`src/rtl/fsirq_pkg.sv`:
```
package fsirq_pkg;
   localparam int unsigned IRQ_MODE_W = 2;
   localparam logic [IRQ_MODE_W-1:0] MODE_FSYNC_EDGE = 2'b10;

   typedef enum logic {
      SRC_PIN      = 1'b0,
      SRC_INTERNAL = 1'b1
   } sync_src_e;
endpackage

```
`src/rtl/fsirq_level_sel.sv`:
```
module fsirq_level_sel (
   input  logic sync_pin,
   input  logic sync_int,
   input  logic src_sel,
   input  logic pol_sel,
   output logic level_o
);
   import fsirq_pkg::*;

   logic raw;

   always_comb begin
      raw     = (sync_src_e'(src_sel) == SRC_INTERNAL) ? sync_int : sync_pin;
      level_o = raw ^ pol_sel;
   end
endmodule

```
`src/rtl/fsirq_sync.sv`:
```
module fsirq_sync #(
   parameter int unsigned STAGES = 2
) (
   input  logic clk,
   input  logic rst_n,
   input  logic d,
   output logic q
);
   logic [STAGES-1:0] chain;

   generate
      if (STAGES < 2) begin : g_bad_depth
         $error("fsirq_sync: STAGES must be at least 2");
      end
      for (genvar i = 0; i < STAGES; i++) begin : g_stage
         if (i == 0) begin : g_first
            always_ff @(posedge clk or negedge rst_n) begin
               if (!rst_n) chain[0] <= 1'b0;
               else        chain[0] <= d;
            end
         end else begin : g_next
            always_ff @(posedge clk or negedge rst_n) begin
               if (!rst_n) chain[i] <= 1'b0;
               else        chain[i] <= chain[i-1];
            end
         end
      end
   endgenerate

   assign q = chain[STAGES-1];
endmodule

```
`src/rtl/fsirq_edge.sv`:
```
module fsirq_edge (
   input  logic clk,
   input  logic rst_n,
   input  logic level_i,
   output logic rise_o
);
   logic prev_q;

   // Loaded with the inactive level so reset release never looks like an edge.
   always_ff @(posedge clk or negedge rst_n) begin
      if (!rst_n) prev_q <= 1'b0;
      else        prev_q <= level_i;
   end

   assign rise_o = level_i & ~prev_q;

   p_rise_isolated_r5 : assert property (@(posedge clk) disable iff (!rst_n)
      rise_o |=> !rise_o);
endmodule

```
`src/rtl/fsync_irq_detect.sv`:
```
module fsync_irq_detect #(
   parameter int unsigned SYNC_STAGES = 2
) (
   input  logic       clk,
   input  logic       rst_n,
   input  logic       sync_pin,
   input  logic       sync_int,
   input  logic       src_sel,
   input  logic       pol_sel,
   input  logic [1:0] irq_mode,
   input  logic       port_rst,
   input  logic       word_rdy,
   output logic       irq
);
   import fsirq_pkg::*;

   localparam int unsigned LATENCY = SYNC_STAGES + 1;

   generate
      if (LATENCY < 3) begin : g_bad_latency
         $error("fsync_irq_detect: synchronizer too shallow");
      end
   endgenerate

   logic level_raw;
   logic level_sync;
   logic sync_rise;
   logic fsync_mode;

   fsirq_level_sel i_sel (
      .sync_pin (sync_pin),
      .sync_int (sync_int),
      .src_sel  (src_sel),
      .pol_sel  (pol_sel),
      .level_o  (level_raw)
   );

   fsirq_sync #(.STAGES(SYNC_STAGES)) i_sync (
      .clk   (clk),
      .rst_n (rst_n),
      .d     (level_raw),
      .q     (level_sync)
   );

   fsirq_edge i_edge (
      .clk     (clk),
      .rst_n   (rst_n),
      .level_i (level_sync),
      .rise_o  (sync_rise)
   );

   assign fsync_mode = (irq_mode == MODE_FSYNC_EDGE);

   always_ff @(posedge clk or negedge rst_n) begin
      if (!rst_n)          irq <= 1'b0;
      else if (fsync_mode) irq <= sync_rise;
      else                 irq <= word_rdy & ~port_rst;
   end

   // other modes copy the word-ready path one clock later
   p_word_path_r6 : assert property (@(posedge clk) disable iff (!rst_n)
      (irq_mode != MODE_FSYNC_EDGE) |=> (irq == $past(word_rdy & ~port_rst)));

   // a sync-mode pulse is backed by a rise on the synchronized level
   p_irq_from_rise_r4 : assert property (@(posedge clk) disable iff (!rst_n)
      (irq && $past(irq_mode) == MODE_FSYNC_EDGE) |-> ($past(level_sync, 1) && !$past(level_sync, 2)));

   // two sync-mode pulses never abut
   p_no_back_to_back_r5 : assert property (@(posedge clk) disable iff (!rst_n)
      (irq && irq_mode == MODE_FSYNC_EDGE && $past(irq_mode) == MODE_FSYNC_EDGE) |=> !irq);

   // port reset does not mask a sync-mode pulse
   p_port_rst_transparent_r7 : assert property (@(posedge clk) disable iff (!rst_n)
      (fsync_mode && sync_rise) |=> irq);
endmodule

```
`config.mk`:
```
export PLATFORM = sky130hd
export DESIGN_NAME = fsync_irq_detect
export DESIGN_NICKNAME = d
export VERILOG_FILES = /design/src/rtl/fsirq_pkg.sv /design/src/rtl/fsirq_level_sel.sv /design/src/rtl/fsirq_sync.sv /design/src/rtl/fsirq_edge.sv /design/src/rtl/fsync_irq_detect.sv
export SDC_FILE = /design/constraint.sdc
export NUM_CORES = 1
export LEC_CHECK = 0
export BUFFER_PORTS_ARGS = -buffer_cell sky130_fd_sc_hd__buf_2
export CAP_MARGIN = 20
export CORE_AREA = 4 4 41 43
export DETAILED_ROUTE_END_ITERATION = 6
export DIE_AREA = 0 0 45 47
export GPL_TIMING_DRIVEN = 0
export MAX_ROUTING_LAYER = met4
export PLACE_DENSITY_LB_ADDON = 0.2
export SYNTH_ARGS = -nofsm -noshare
export SYNTH_HDL_FRONTEND = slang
export SYNTH_SLANG_ARGS = --single-unit
export TNS_END_PERCENT = 50
```
`constraint.sdc`:
```
create_clock -name clk -period 1.46 [get_ports clk]
set_input_delay 0.073 -clock clk [delete_from_list [all_inputs] [get_ports clk]]
set_output_delay 0.073 -clock clk [all_outputs]
set_load 0.01 [all_outputs]
```
==> results.py <==
metrics = {
    "global_routing": {
        "grt_antenna_before_repair": 0,
        "grt_pass1_vias": 136,
        "grt_usage_pct": 4.43,
        "grt_max_degree": 5,
        "grt_pass1_wl_um": 545,
        "overflow": 0,
    },
    "clocking": {
        "root_buffer": "clkbuf_4",
        "cts.path.max_buffers": 2,
        "clock_latency_ns": 0.23,
        "cts_num_sinks": 4,
        "clk_pin_slew_ns": 0.04,
        "htreeDepth": 1,
        "cts_tree": "yes",
        "cts_buffers": 3,
        "cts_resized": 0,
    },
    "setup_path": {
        "arrival_ns": 0.71,
        "cp-start-kind": "flip-flop",
        "required_ns": 1.39,
        "critical_path_class": "flip-flop to output port",
        "r2r-start": "i_edge.prev_q",
        "cp.depth": 1,
        "cp_top_family": "flip-flops",
        "rrSetupSlack_ns": 0.78,
        "r2r_cells": 2,
        "critical_path.cell_chain": "buf_2",
        "slowest_delay_ns": 0.35,
        "crit_path_max_fanout": 1,
        "worst-path-buf-inv": 1,
        "cp-end-kind": "output port",
        "regToRegEndpoint": "irq",
        "cp_slowest_cell": "dfrtp_1",
    },
    "power_and_ir_drop": {
        "p_leak_nw": 0.122,
        "irDropWorstVdd_v": 0.000303,
        "power_density_mw_per_mm2": 1180,
    },
    "logic_synthesis": {
        "synth-main-ff-cell": "dfrtp_1",
        "ys_ff_latch": 4,
        "synthArstFlopShare_pct": 100,
        "synth_warnings": 0,
        "postSynthNetCount": 20,
        "synth_cell_types": 7,
        "synthMostInstantiatedCell": "dfrtp_1",
        "synth-edff-count": 0,
        "syn-cell-area_um2": 148,
        "synth.top_cell.area_share_pct": 67.8,
        "synth_top_area_cell": "dfrtp_1",
        "syn_inst": 10,
        "synth.area.top_cells": "dfrtp_1 68%, nand4bb_1 7.6%, mux2i_1 6.8%, xnor2_1 5.9%, nand2b_1 4.2%",
        "yosysSeqAreaShare_pct": 67.8,
        "avgSynthCellArea_um2": 14.8,
    },
    "route": {
        "route.detailed.drc": 0,
        "wire_per_inst_um": 7.90,
        "wl_um": 308,
        "vias_per_cell": 3.10,
        "ant_nets": 0,
        "vias": 121,
        "top_layer": "met3",
        "met3_length_um": 61,
        "wl_met1_um": 137,
        "drt_iter0_drc": 0,
        "route.met2.wl_um": 110,
        "dr.pass1.iters": 1,
    },
    "cells_and_area": {
        "multi_input_area_um2": 47.5,
        "drive_above_1_share_pct": 54.2,
        "finalInstanceArea_um2": 249,
        "nets": 36,
        "syn_to_final_growth_pct": 68.6,
        "area.sequential_um2": 100,
        "antenna_cells": 0,
        "fillers": 155,
    },
    "floorplan": {
        "die-width_um": 45,
        "fp-row-count": 13,
        "dieArea_mm2": 0.00212,
        "fp.coreArea_mm2": 0.00130,
        "io_pins": 11,
        "initial_utilization_pct": 11.3,
        "die_h_um": 47,
    },
    "timing": {
        "rsz0062_at_grt": "no",
        "final.setup.tns_ns": 0,
        "slew_headroom_pct": 88.4,
        "hold_viol_final": 0,
        "fin_skew_ns": 0.00198,
        "period_needed_ns": 0.785,
        "setup_violations": 0,
        "timing.final.crit_share_pct": 53.8,
        "final_max_slew_viol_count": 0,
        "worst_pin_slew_ns": 0.169,
        "fmax_mhz": 1270,
    },
    "place": {
        "post_dp_cell_area_um2": 216,
        "port_buffers": 10,
        "place_congestion": 0.613,
    },
    "worst_hold_path": {
        "hp-start": "pol_sel",
        "hold_end": "i_sync.chain[0]",
        "hold-path-cell-count": 2,
        "hold_class": "primary input to flip-flop",
    },
    "flow_run": {
        "maxCapViolations": 0,
    },
    "status": {
        "status": "finished, final reports clean",
    },
}
==> worst reg2reg max path, stage by stage (launching register included) <==
cell and delay (ns):
dfrtp_1 0.34, nand4bb_1 0.17, o21ai_1 0.09
==> sequential cells by signal, indices dropped and copies added (netlist names) <==
| name | flops |
|---|---|
| irq | 1 |
| i_edge.prev_q | 1 |
| i_sync.chain | 1 |
| i_sync.q | 1 |
==> cell families (layout without fill, tap and decap cells) <==
group | Yosys count | count (layout) | share of synthesized area [%]
xor gates and xnor gates | 1 | 1 | 5.93
and+or+nand+nor | 3 | 3 | 16.1
muxes | 1 | 1 | 6.78
AOI/OAI and AO/OA | 1 | 1 | 3.39
DFF | 4 | 4 | 67.8
buffers and inverters | 0 | 14 | 0
==> cell usage in the layout (no fill, tap or decap) <==
master	count
nand2b_1	1
buf_2	10
dfrtp_1	4
clkbuf_4	3
mux2i_1	1
xnor2_1	1
dlygate4sd3_1	1
nor2b_1	1
nand4bb_1	1
o21ai_1	1
==> power by group <==
part	switching [mW]	internal, mW
sequential	0.00328	0.124
combinational	0.0114	0.0191
clock	0.0445	0.0919
==> repair_timing <==
| action | CTS | global route |
|---|---|---|
| hold buffers | 1 | 0 |
| hold endpoints to repair | 4 | 0 |
| buffers inserted | 0 | 0 |
==> cell type report <==
class                      count  share of cell area [%]
clock buffer                   3                    9.05
multi-input combinational      6                    19.1
sequential                     4                    40.2
tap                           15                    7.54
timing repair buffer          11                    24.1
==> stage by stage <==
stage | setup WS [ns] | hold slack [ns] | instances | util (%) | power, mW
2_1_floorplan | 0.825 | -0.223 | 10 | - | 0.140
3_3_place_gp | 0.797 | -0.120 | 35 | 16.6 | 0.157
3_5_place_dp | 0.781 | -0.120 | 35 | 16.6 | 0.158
4_1_cts | 0.664 | 0.0125 | 39 | 19.1 | 0.305
5_1_grt | 0.633 | 0.0210 | 39 | 19.1 | 0.324
6_report | 0.675 | 0.0235 | 39 | 19.1 | 0.294
==> per-layer routing <==
layer  track usage [%]  vias to the layer above
met5                 -                        -
met4              5.26                        0
met3              3.45                        0
met2              4.80                       10
met1              4.38                       49
li1                  -                       62
==> how the worst max path moves through the flow <==
stage | from | end | slack, ns
final | irq | irq | 0.67
after global placement | i_edge.prev_q | irq | 0.80
after detailed placement | i_edge.prev_q | irq | 0.78
after floorplan | i_edge.prev_q | irq | 0.82
after global routing | irq | irq | 0.63
after CTS | irq | irq | 0.66
No activity file was read; power rests on OpenSTA's default activity.
